--- src/rtl/fu_sb_pkg.sv ---
package fu_sb_pkg;
  typedef enum logic [2:0] {
    UC_ALU  = 3'd0,
    UC_LOAD = 3'd1,
    UC_FADD = 3'd2,
    UC_MUL  = 3'd3,
    UC_DIV  = 3'd4
  } unit_e;

  localparam int unsigned NUM_UNITS = 5;

  function automatic int unsigned umax(input int unsigned a, input int unsigned b);
    return (a > b) ? a : b;
  endfunction
endpackage

--- src/rtl/sb_unit_gate.sv ---
// Structural-hazard gate for one unit class; II==1 needs no state.
module sb_unit_gate #(
  parameter int unsigned II = 1
) (
  input  logic clk_i,
  input  logic rst_ni,
  input  logic take_i,
  output logic busy_o
);
  generate
    if (II <= 1) begin : g_pipe
      logic unused_take;
      assign unused_take = take_i;
      assign busy_o      = 1'b0;
    end else begin : g_iter
      localparam int unsigned W = $clog2(II);
      logic [W-1:0] cnt_q;

      always_ff @(posedge clk_i or negedge rst_ni) begin
        if (!rst_ni)           cnt_q <= '0;
        else if (take_i)       cnt_q <= W'(II - 1);
        else if (cnt_q != '0)  cnt_q <= cnt_q - 1'b1;
      end

      assign busy_o = (cnt_q != '0);


      unit_idle_on_take_chk: assert property (@(posedge clk_i) disable iff (!rst_ni)
        take_i |-> (cnt_q == '0));
    end
  endgenerate
endmodule

--- src/rtl/sb_reg_track.sv ---
// Per-register cycles-until-forwardable counters.
module sb_reg_track #(
  parameter int unsigned NUM_REGS = 32,
  parameter int unsigned CNT_W    = 5,
  localparam int unsigned REG_W   = $clog2(NUM_REGS)
) (
  input  logic                               clk_i,
  input  logic                               rst_ni,
  input  logic                               set_i,
  input  logic [REG_W-1:0]                   dst_i,
  input  logic [CNT_W-1:0]                   lat_i,
  output logic [NUM_REGS-1:0][CNT_W-1:0]     cnt_o
);
  logic [NUM_REGS-1:0][CNT_W-1:0] cnt_q;

  for (genvar r = 0; r < NUM_REGS; r++) begin : g_reg
    always_ff @(posedge clk_i or negedge rst_ni) begin
      if (!rst_ni)                              cnt_q[r] <= '0;
      else if (set_i && dst_i == REG_W'(r))     cnt_q[r] <= lat_i;
      else if (cnt_q[r] != '0)                  cnt_q[r] <= cnt_q[r] - 1'b1;
    end
  end

  assign cnt_o = cnt_q;


  no_early_overwrite_chk: assert property (@(posedge clk_i) disable iff (!rst_ni)
    set_i |-> (cnt_q[dst_i] <= lat_i));
endmodule

--- src/rtl/sb_wb_slots.sv ---
// Writeback reservation vector: bit k = port used k cycles from now.
module sb_wb_slots #(
  parameter int unsigned SLOTS    = 26,
  localparam int unsigned SLOT_W  = $clog2(SLOTS)
) (
  input  logic              clk_i,
  input  logic              rst_ni,
  input  logic              claim_i,
  input  logic [SLOT_W-1:0] slot_i,
  output logic [SLOTS-1:0]  res_o
);
  logic [SLOTS-1:0] res_q;
  logic [SLOTS-1:0] res_merged;

  always_comb begin
    res_merged = res_q;
    if (claim_i) res_merged[slot_i] = 1'b1;
  end

  always_ff @(posedge clk_i or negedge rst_ni) begin
    if (!rst_ni) res_q <= '0;
    else         res_q <= res_merged >> 1;
  end

  assign res_o = res_q;


  slot_free_on_claim_chk: assert property (@(posedge clk_i) disable iff (!rst_ni)
    claim_i |-> !res_q[slot_i]);
endmodule

--- src/rtl/fu_issue_scoreboard.sv ---
module fu_issue_scoreboard
  import fu_sb_pkg::*;
#(
  parameter int unsigned NUM_REGS = 32,
  parameter int unsigned LAT_ALU  = 0,
  parameter int unsigned LAT_LOAD = 1,
  parameter int unsigned LAT_FADD = 3,
  parameter int unsigned LAT_MUL  = 6,
  parameter int unsigned LAT_DIV  = 24,
  parameter int unsigned II_ALU   = 1,
  parameter int unsigned II_LOAD  = 1,
  parameter int unsigned II_FADD  = 1,
  parameter int unsigned II_MUL   = 1,
  parameter int unsigned II_DIV   = 25,
  localparam int unsigned REG_W   = $clog2(NUM_REGS)
) (
  input  logic                 clk_i,
  input  logic                 rst_ni,
  input  logic                 valid_i,
  input  logic [2:0]           unit_i,
  input  logic [REG_W-1:0]     dst_i,
  input  logic [REG_W-1:0]     src1_i,
  input  logic [REG_W-1:0]     src2_i,
  output logic                 issue_o,
  output logic                 stall_o,
  output logic [NUM_REGS-1:0]  pending_o
);
  localparam int unsigned MAX_LAT =
    umax(umax(umax(LAT_ALU, LAT_LOAD), umax(LAT_FADD, LAT_MUL)), LAT_DIV);
  localparam int unsigned CNT_W  = $clog2(MAX_LAT + 2);
  localparam int unsigned SLOTS  = MAX_LAT + 2;
  localparam int unsigned SLOT_W = $clog2(SLOTS);

  function automatic int unsigned ii_of(input int unsigned k);
    case (k)
      0:       return II_ALU;
      1:       return II_LOAD;
      2:       return II_FADD;
      3:       return II_MUL;
      default: return II_DIV;
    endcase
  endfunction

  logic [CNT_W-1:0]               lat;
  logic [SLOT_W-1:0]              slot;
  logic [NUM_REGS-1:0][CNT_W-1:0] cnt;
  logic [SLOTS-1:0]               res;
  logic [NUM_UNITS-1:0]           unit_busy;
  logic                           raw_hit, waw_hit, port_hit, struct_hit;

  always_comb begin
    case (unit_e'(unit_i))
      UC_LOAD: lat = CNT_W'(LAT_LOAD);
      UC_FADD: lat = CNT_W'(LAT_FADD);
      UC_MUL:  lat = CNT_W'(LAT_MUL);
      UC_DIV:  lat = CNT_W'(LAT_DIV);
      default: lat = CNT_W'(LAT_ALU);
    endcase
  end

  assign slot = SLOT_W'(lat) + 1'b1;

  always_comb begin
    struct_hit = 1'b0;
    for (int k = 0; k < NUM_UNITS; k++)
      if (unit_i == 3'(k)) struct_hit = unit_busy[k];
  end

  assign raw_hit  = (cnt[src1_i] != '0) || (cnt[src2_i] != '0);
  assign waw_hit  = (cnt[dst_i] > lat);
  assign port_hit = res[slot];

  assign issue_o = valid_i && !(raw_hit || waw_hit || port_hit || struct_hit);
  assign stall_o = valid_i && !issue_o;

  for (genvar k = 0; k < NUM_UNITS; k++) begin : g_unit
    sb_unit_gate #(.II(ii_of(k))) u_gate (
      .clk_i  (clk_i),
      .rst_ni (rst_ni),
      .take_i (issue_o && unit_i == 3'(k)),
      .busy_o (unit_busy[k])
    );
  end

  sb_reg_track #(.NUM_REGS(NUM_REGS), .CNT_W(CNT_W)) u_regs (
    .clk_i  (clk_i),
    .rst_ni (rst_ni),
    .set_i  (issue_o),
    .dst_i  (dst_i),
    .lat_i  (lat),
    .cnt_o  (cnt)
  );

  sb_wb_slots #(.SLOTS(SLOTS)) u_wb (
    .clk_i   (clk_i),
    .rst_ni  (rst_ni),
    .claim_i (issue_o),
    .slot_i  (slot),
    .res_o   (res)
  );

  for (genvar r = 0; r < NUM_REGS; r++) begin : g_pend
    assign pending_o[r] = (cnt[r] != '0);
  end


  alu_result_ready_chk: assert property (@(posedge clk_i) disable iff (!rst_ni)
    (issue_o && unit_i == 3'(UC_ALU) && LAT_ALU == 0) |=> !pending_o[$past(dst_i)]);


  idle_no_issue_chk: assert property (@(posedge clk_i) disable iff (!rst_ni)
    !valid_i |-> (!issue_o && !stall_o));
endmodule

--- config.mk ---
export PLATFORM = sky130hd
export DESIGN_NAME = fu_issue_scoreboard
export DESIGN_NICKNAME = d
export VERILOG_FILES = /design/src/rtl/fu_sb_pkg.sv /design/src/rtl/sb_unit_gate.sv /design/src/rtl/sb_reg_track.sv /design/src/rtl/sb_wb_slots.sv /design/src/rtl/fu_issue_scoreboard.sv
export SDC_FILE = /design/constraint.sdc
export NUM_CORES = 1
export LEC_CHECK = 0
export BUFFER_PORTS_ARGS = -buffer_cell sky130_fd_sc_hd__buf_2
export CAP_MARGIN = 40
export CORE_AREA = 2 2 168 170
export DETAILED_ROUTE_END_ITERATION = 7
export DIE_AREA = 0 0 170 172
export PLACE_DENSITY = 0.67
export SETUP_SLACK_MARGIN = 0.1
export SYNTH_ARGS = -nofsm -noshare
export SYNTH_HDL_FRONTEND = slang
export SYNTH_SLANG_ARGS = --single-unit
--- constraint.sdc ---
create_clock -name clk_i -period 9 [get_ports clk_i]
set_input_delay 0.9 -clock clk_i [delete_from_list [all_inputs] [get_ports clk_i]]
set_output_delay 0.9 -clock clk_i [all_outputs]
set_load 0.01 [all_outputs]
== After elaboration in Yosys (flattened, before gate mapping) ==
Cells that the tools add are included.
Storage, ports and cells
  register bits after elaboration: 190
  input port bits: 21
  output and inout bits: 34
  word-level logic and storage cells: 300
Operators by class
  $add $sub $neg: 34
  magnitude comparators: 6
  equality and inequality tests: 35
  muxes and demuxes: 79
  bitwise operators: 1
  reduce and logical (&&, ||, !) cells: 111
Operator list (count)
  5-bit 2-to-1 mux: 69
  5-bit nonzero test: 35
  5-bit by 1-bit subtractor with 5-bit output (second input constant): 33
  5-bit == test (second input constant): 16
  5-bit binary-select mux with 5-bit select: 3
  2-bit nonzero test: 33
  5-bit by 4-bit == test with 1-bit output (second input constant): 8
  1-bit logical AND: 36
  26-bit 2-to-1 mux: 1
  25-bit by 26-bit OR with 26-bit output: 1
  5-bit by 6-bit < comparator with 1-bit output (second input constant): 4
  5-bit by 3-bit == test with 1-bit output (second input constant): 4
  5-bit case mux with 4 select lines: 1
  5-bit by 2-bit == test with 1-bit output (second input constant): 2
  3-bit by 2-bit == test with 1-bit output (second input constant): 2
  5-bit by 1-bit adder with 5-bit output (second input constant): 1
  1-bit binary-select mux with 5-bit select: 1
  1-bit demux with 5-bit select: 1
  5-bit by 1-bit == test with 1-bit output (second input constant): 1
  5-bit by 1-bit >= comparator with 1-bit output (second input constant): 1
  5-bit > comparator: 1
  5-bit zero test: 1
  1-bit logical OR: 4
  3-bit by 1-bit == test with 1-bit output (second input constant): 1
  other kinds (3): 6

== Depth between registers and ports, before layout ==
Gate-level depths: netlist of run 1.
  depth after elaboration: 11
  gate-level depth with buffers: 16
  mapped depth without buffers: 12

== Hierarchy ==
From an unflattened synthesis of run 1, not the netlist that was laid out.
Second synthesis, totals
  cell total of the unflattened synthesis: 1337
  area total of the unflattened synthesis: 13356.6 sq um
By module, submodules not included
  sb_reg_track: instances 1, cells an instance 893, area each 9211.3 sq um, sequential area each 4003.8 sq um
  fu_issue_scoreboard: instances 1, cells an instance 345, area each 2905.3 sq um, sequential area each 0.0 sq um
  sb_wb_slots: instances 1, cells an instance 67, area each 934.6 sq um, sequential area each 625.6 sq um
  sb_unit_gate at g_unit[4].u_gate: instances 1, cells an instance 24, area each 260.2 sq um, sequential area each 125.1 sq um
  sb_unit_gate at g_unit[0].u_gate ...: instances 4, cells an instance 2, area each 11.3 sq um, sequential area each 0.0 sq um

== Worst setup path after synthesis of run 1 ==
Ideal clock, no wire load.
  path type: input port to output port
  start point: in dst_i[0]
  end point: out issue_o
  arrival time: 4.326 ns
  required time: 8.100 ns
  path slack: 3.774 ns
  cell stages on the path: 14
  buffers on the path: 3
  cell sequence: buf_2 -> buf_1 -> clkbuf_1 -> mux4_2 -> mux4_2 -> mux2_2 -> ha_1 -> nor2b_1 -> o21a_1 -> o21ai_0 -> a21oi_1 -> nor3_2 -> nand3_1 -> nor2_1
On the way
  word-level cells in the longest chain between the ends: 8
RTL lines
  start: declaration: line fu_issue_scoreboard.sv:21  | input logic [REG_W-1:0] dst_i,
  5-bit binary-select mux with 5-bit select: line fu_issue_scoreboard.sv:70  | assign waw_hit = (cnt[dst_i] > lat);
  5-bit 2-to-1 mux (implied by the code): line fu_issue_scoreboard.sv:70
  5-bit > comparator: line fu_issue_scoreboard.sv:70
  1-bit logical OR (3 in a row): line fu_issue_scoreboard.sv:73  | assign issue_o = valid_i && !(raw_hit || waw_hit || port_hit || struct_hit);
  1-bit zero test: line fu_issue_scoreboard.sv:73
  1-bit logical AND: line fu_issue_scoreboard.sv:73
  end: declaration: line fu_issue_scoreboard.sv:24  | output logic issue_o,
No other way between the ends. The select of a mux whose other input is x is not followed.

== Worst setup path after layout of run 1 ==
  start point: in dst_i[0]
  end point: out stall_o
On the way
  word-level cells in the longest chain between the ends: 10
RTL lines
  5-bit binary-select mux with 5-bit select: line fu_issue_scoreboard.sv:70
  5-bit 2-to-1 mux (implied by the code): line fu_issue_scoreboard.sv:70
  5-bit > comparator: line fu_issue_scoreboard.sv:70
  1-bit logical OR (3 in a row): line fu_issue_scoreboard.sv:73
  1-bit zero test: line fu_issue_scoreboard.sv:73
  1-bit logical AND: line fu_issue_scoreboard.sv:73
  1-bit zero test: line fu_issue_scoreboard.sv:74  | assign stall_o = valid_i && !issue_o;
  1-bit logical AND: line fu_issue_scoreboard.sv:74
  end: declaration: line fu_issue_scoreboard.sv:25  | output logic stall_o,
No other way between the ends. The select of a mux whose other input is x is not followed.

==> flow_summary.yaml, run 1 <==
setup_path:
  r2r-start: "u_regs.cnt_o[16]"
  path_max_fanout: 29
  slowest_delay_ps: 570
  worstSetupEndpointType: "primary output"
  reg2reg_slack_ps: 4560
  arrival_ps: 4830
  cp_num_buf_inv: 3
  path_class: "in -> out"
  cp_cell_sequence: "buf_2 -> buf_4 -> mux4_2 -> mux4_2 -> mux2_2 -> ha_1 -> nor2b_1 -> o21a_1 -> o21ai_0 -> a21oi_1 -> nor3_2 -> o211ai_1 -> and2_1 -> buf_2"
  crit_path_top_delay_cell: "mux4_2"
  r2r_end: "u_regs.cnt_o[93]"
  cp.required_ps: 8100
  critPathLaunchType: "input pin"
  cp_top_family: "multiplexers"
  r2r_cells: 13
place:
  portBuffers: 54
  place_hpwl_um: 24700
  place_inst: 1667
  gp_congestion: 0.903
  pre_cts_ws_ps: 3130
die:
  coreArea_um2: 27500
  num_rows: 61
  fp.dieW_um: 170
  start_util_pct: 49.2
  ios: 55
  die-area_um2: 29200
  die_y_um: 172
grt:
  grt_max_degree: 71
  antenna_found_initial: 1
  grt_pass1_wl_um: 56800
  grtUsageTotal_pct: 25.4
  grt_pass1_vias: 9997
  grt_overflow_total: 0
worst_hold_path:
  worstHoldPathCells: 0
  hold_path_class: "reg -> reg"
  min_from: "u_wb.res_o[15]"
  min_to: "u_wb.res_o[14]"
route:
  wire_per_inst_um: 20.8
  routed-via-count: 10200
  totalWireLength_um: 35300
  drc: 0
  via_per_inst: 6.02
  antenna_left: 0
  drtPass1Iterations: 8
  drtIter0Drc: 937
synthesis:
  synth_cells: 1321
  synth_fp_nets: 1416
  yosysWarningCount: 0
  synthMostInstantiatedCell: "nand2_1"
  yosysSeqAreaShare_pct: 35.2
  synth_area_leaders: "dfrtp_1 (35%), mux2i_1 (12%), mux4_2 (9.7%), ha_1 (6.8%), nand2_1 (5.3%)"
  ys.flop_type: "dfrtp_1"
  yosysTopAreaCell: "dfrtp_1"
  synth_cell_types: 66
  syn_avg_cell_area_um2: 10.2
  synth_edf_count: 0
  synth_top_area_share_pct: 35.2
  async_flop_share_pct: 100
  yosys-top-cells-count: "nand2_1 (191), dfrtp_1 (190), mux2i_1 (166), nor3_1 (89), inv_1 (77)"
  ys_seq_elements: 190
  synthesis.area_um2: 13500
power:
  pwr-share-seq_pct: 37.2
  p_int_mw: 2.83
  p_leak_nw: 6.45
  p_comb_share_pct: 46.4
  p_sw_share_pct: 43.0
  pwr-share-clk_pct: 16.4
  power_per_cell_area_nw_per_um2: 337
  p_sw_mw: 2.14
  vdd_drop_max_mv: 0.178
timing:
  rsz0062_at_grt: "false"
  finalHoldViolCount: 0
  period_share_pct: 63.6
  clock.fmax_ghz: 0.175
  skew_ps: 11.8
  slew_violations: 0
  totalNegativeSetupSlack_ps: 0
  final.min_clock_period_ps: 5730
  slew_headroom_pct: 38.6
  setup_viol: 0
  fin_ws_ps: 3270
  worstMarginPinSlew_ps: 898
layout:
  nFillCells: 2469
  layout-drive-gt1-share_pct: 15.3
  regArea_um2: 4750
  area_growth_pct: 9.11
  multi_input_area_um2: 8190
  final_nets: 1435
  final_cells: 1700
cts:
  insertion_delay_ps: 440
  cts_max_path_buffers: 2
  cts_root_buffer: "clkbuf_16"
  clk_pin_slew_ps: 70
  cts_tree: "built"
  postCtsResizedCells: 0
  postCtsHoldBufs: 0
  clkSinkCount: 190
  cts_setup_buffers: 0
  cts_buffers: 17
  htree_num_levels: 4
job:
  cap_viol_max_count: 0
outcome:
  status: "completed"
-- power groups by stage --
stage | logic, mW | clock network (mW) | registers (mW)
2_1_floorplan | 1.84 | 0 | 1.64
3_3_place_gp | 2.20 | 0 | 1.83
5_1_grt | 2.62 | 0.866 | 1.91
6_report | 2.30 | 0.815 | 1.85
3_5_place_dp | 2.29 | 0 | 1.84
4_1_cts | 2.31 | 0.831 | 1.83
-- sequential cells by signal, summed over array words and instances (netlist names) --
signal / cells
g_unit.u_gate.g_iter.cnt_q: 5
u_regs.cnt_o: 160
u_wb.res_o: 25
-- cells in the final DEF, fill, tap and decap left out, types with 4 or more instances in the layout --
cell type,instances
mux2i_1,166
and3_1,6
nor3_4,31
buf_2,53
a211oi_1,5
or3_1,4
nand3_1,6
dfrtp_1,190
o211ai_1,5
nor2_1,70
a21oi_1,20
nand2_1,191
nor2b_1,6
o21ai_0,38
nor4b_1,4
nand4b_1,4
nand3b_1,5
clkbuf_16,17
nor3_1,89
mux2_2,4
buf_4,9
inv_8,5
ha_1,74
nor3b_1,9
mux4_2,58
xnor2_1,55
xor2_1,60
nand2b_1,8
a32oi_1,4
a21o_1,9
inv_1,77
nand4_1,6
a221oi_1,6
-- kinds of logic (layout without fill, tap and decap cells) --
logic type | count (synthesis) | after routing | share of synthesized area [%]
other | 0 | 1 | 0
DFF | 190 | 190 | 35.2
muxes | 230 | 230 | 22.6
adders and majority gates | 74 | 74 | 6.85
xor gates and xnor gates | 115 | 115 | 7.45
buffers and inverters | 147 | 179 | 4.25
and+or+nand+nor | 453 | 453 | 17.9
AOI/OAI and AO/OA | 112 | 112 | 5.79
-- final cells by class --
class                   instances  share of cell area, %
multi-input cells             984                   55.5
flip-flops and latches        190                   32.2
clock inverters                15                   1.36
diodes                          1                 0.0170
repair buffers                 67                   3.01
clock buffers                  17                   2.88
inverters                      80                   2.04
well taps                     346                   2.94
-- worst reg2reg max path, delay by kind of cell, from the launching register on --
kind	cells	cell delay (ps)
AO/OA/AOI/OAI	5	970
adder cells (fa/ha/maj)	1	300
buffers and inverters	1	360
flip-flops	1	460
multiplexers	4	1550
AND/OR/NAND/NOR	2	700
-- worst max-delay path by stage --
stage,startpoint,cells after the start,slack (ps),to
finish,dst_i[0],14,3270,stall_o
global route,dst_i[0],14,2980,stall_o
CTS,dst_i[0],14,3250,stall_o
detailed placement,dst_i[0],15,3130,u_regs.cnt_o[91]
global placement,dst_i[0],14,3160,u_regs.cnt_o[149]
floorplan,dst_i[0],14,3770,issue_o
-- stage by stage --
step / hold WS, ps / util, % / power [mW] / area, um^2
2_1_floorplan: 405 / - / 3.49 / 13500
3_3_place_gp: 336 / 51.0 / 4.03 / 14000
3_5_place_dp: 336 / 51.4 / 4.13 / 14100
4_1_cts: 352 / 53.7 / 4.97 / 14700
5_1_grt: 361 / 53.7 / 5.40 / 14700
6_report: 350 / 53.7 / 4.97 / 14700
-- layer usage --
| metal | up-vias | wire [um] | global-route usage, % |
|---|---|---|---|
| met5 | - | 0 | 0 |
| met4 | 0 | 786 | 7.32 |
| met3 | 59 | 2450 | 4.72 |
| met2 | 378 | 16400 | 40.8 |
| met1 | 5116 | 15700 | 35.2 |
| li1 | 4689 | - | - |
(Power assumes the default switching activity.)
==> inputs of run 2 (changes only) <==
==> constraint.sdc (replaced) <==
create_clock -name clk_i -period 5.43 [get_ports clk_i]
set_input_delay 0.543 -clock clk_i [delete_from_list [all_inputs] [get_ports clk_i]]
set_output_delay 0.543 -clock clk_i [all_outputs]
set_load 0.01 [all_outputs]
==> run 2 against run 1 <==
Sequential power is 67% higher. Total power up 64%. Global-route usage increased by 0.62 points. Setup slack lost 2500 ps. Via count up 1.1%. Hold slack got worse by 250 ps.
==> flow_summary.yaml, run 2 (same netlist as run 1, synthesis figures left out) <==
setup_path:
  arrival_ps: 4140
  slowest_delay_ps: 560
  cp-startpoint: "dst_i[0]"
  worstSetupEndpointType: "primary output"
  crit_path_top_delay_cell: "mux4_2"
  path_max_fanout: 15
  r2r-start: "u_regs.cnt_o[16]"
  cp_num_buf_inv: 3
  cp_top_family: "multiplexers"
  cp.required_ps: 4890
  critPathLaunchType: "input pin"
  cp_cell_sequence: "buf_2 -> buf_4 -> mux4_2 -> mux4_2 -> mux2_2 -> ha_1 -> o21a_1 -> o21ai_0 -> a21oi_1 -> nor3_2 -> o211ai_1 -> and2_1 -> buf_2"
  path_class: "in -> out"
timing:
  setup_viol: 0
  clock.fmax_ghz: 0.214
  slew_headroom_pct: 39.5
  totalNegativeSetupSlack_ps: 0
  slew_violations: 0
  final.min_clock_period_ps: 4680
  rsz0062_at_grt: "false"
  period_share_pct: 86.2
  finalHoldViolCount: 0
  worstMarginPinSlew_ps: 884
  skew_ps: 14.5
die:
  die-area_um2: 29200
  fp.dieW_um: 170
  die_y_um: 172
  ios: 55
  start_util_pct: 49.2
  coreArea_um2: 27500
  num_rows: 61
power:
  power_per_cell_area_nw_per_um2: 555
  p_comb_share_pct: 46.7
  pwr-share-clk_pct: 15.4
  pwr-share-seq_pct: 37.9
  p_sw_mw: 3.60
  p_int_mw: 4.56
  vdd_drop_max_mv: 0.243
  p_leak_nw: 6.43
  p_sw_share_pct: 44.1
cts:
  postCtsResizedCells: 0
  postCtsHoldBufs: 0
  insertion_delay_ps: 450
  cts_max_path_buffers: 2
  cts_buffers: 17
  clkSinkCount: 190
  cts_setup_buffers: 0
  htree_num_levels: 4
  clk_pin_slew_ps: 80
  cts_tree: "built"
  cts_root_buffer: "clkbuf_16"
layout:
  final_cells: 1703
  final_util_pct: 53.6
  nFillCells: 2438
  largest_reg_flops: 160
  regArea_um2: 4750
  layout-drive-gt1-share_pct: 15.5
  mostFrequentLayoutCells: "nand2_1 (191), dfrtp_1 (190), mux2i_1 (166)"
  layout_commonest_cell: "nand2_1"
  final_nets: 1439
  multi_input_area_um2: 8190
  area_growth_pct: 8.85
  n_antenna_cell: 0
place:
  place_hpwl_um: 25700
  place_inst: 1671
  portBuffers: 54
  gp_congestion: 0.907
route:
  via_per_inst: 6.08
  routed-via-count: 10400
  wl_met3_um: 2510
  wl_met1_um: 16200
  top_layer: "met4"
  wl_met2_um: 16700
  drtIter0Drc: 1053
  drc: 0
  drtPass1Iterations: 6
  wire_per_inst_um: 21.3
  totalWireLength_um: 36300
  antenna_left: 0
outcome:
  status: "completed"
grt:
  grt_max_degree: 70
  grtUsageTotal_pct: 26.0
  grt_pass1_vias: 10100
  grt_overflow_total: 0
  grt_pass1_wl_um: 58300
  antenna_found_initial: 0
worst_hold_path:
  hold_path_class: "in -> async"
job:
  cap_viol_max_count: 0
run 2: cell count changes in the layout (fill, tap and decap cells not counted), sizes merged:
cell      delta
clkinv       +1
clkinvlp     +2
diode        -1
bufinv       -3
buf          +4
run 2: power by group through the flow:
stage	Sequential [mW]	Clock, mW	Combinational, mW
global route	3.20	1.33	4.33
finish	3.09	1.26	3.81
global placement	3.07	0	3.62
CTS	3.07	1.27	3.81
floorplan	2.72	0	3.06
detailed placement	3.08	0	3.79
run 2: routing by layer:
metal  up-vias  track usage [%]
li1       4703                -
met1      5161             37.0
met2       413             41.2
met3        76             4.14
met4         0             7.54
met5         -                0
run 2: cell type report:
type,count,share of cell area [%]
timing repair buffer,71,3.12
sequential,190,32.3
clock inverter,15,1.04
tap,346,2.94
clock buffer,17,2.89
multi-input combinational,984,55.7
inverter,80,2.04
run 2: worst paths after layout:
check                                         end  slack [ps]  cells past startpoint
worst max-delay path                      stall_o         750                     13
worst min-delay path            u_regs.cnt_o[146]         100                      1
worst max register to register  u_regs.cnt_o[109]        1070                     13
worst min register to register     u_wb.res_o[15]         350                      0
max in group asynchronous          u_wb.res_o[17]        4140                      2
min in group clk_i                 u_wb.res_o[15]         350                      0
run 2: through the flow:
stage	hold slack (ps)	setup WS (ps)	area [um^2]	power, mW
final	97.4	749	14700	8.16
after global routing	145	474	14700	8.86
after CTS	129	786	14700	8.15
after detailed placement	336	339	14100	6.87
after global placement	336	398	14100	6.69
after floorplan	247	595	13500	5.78
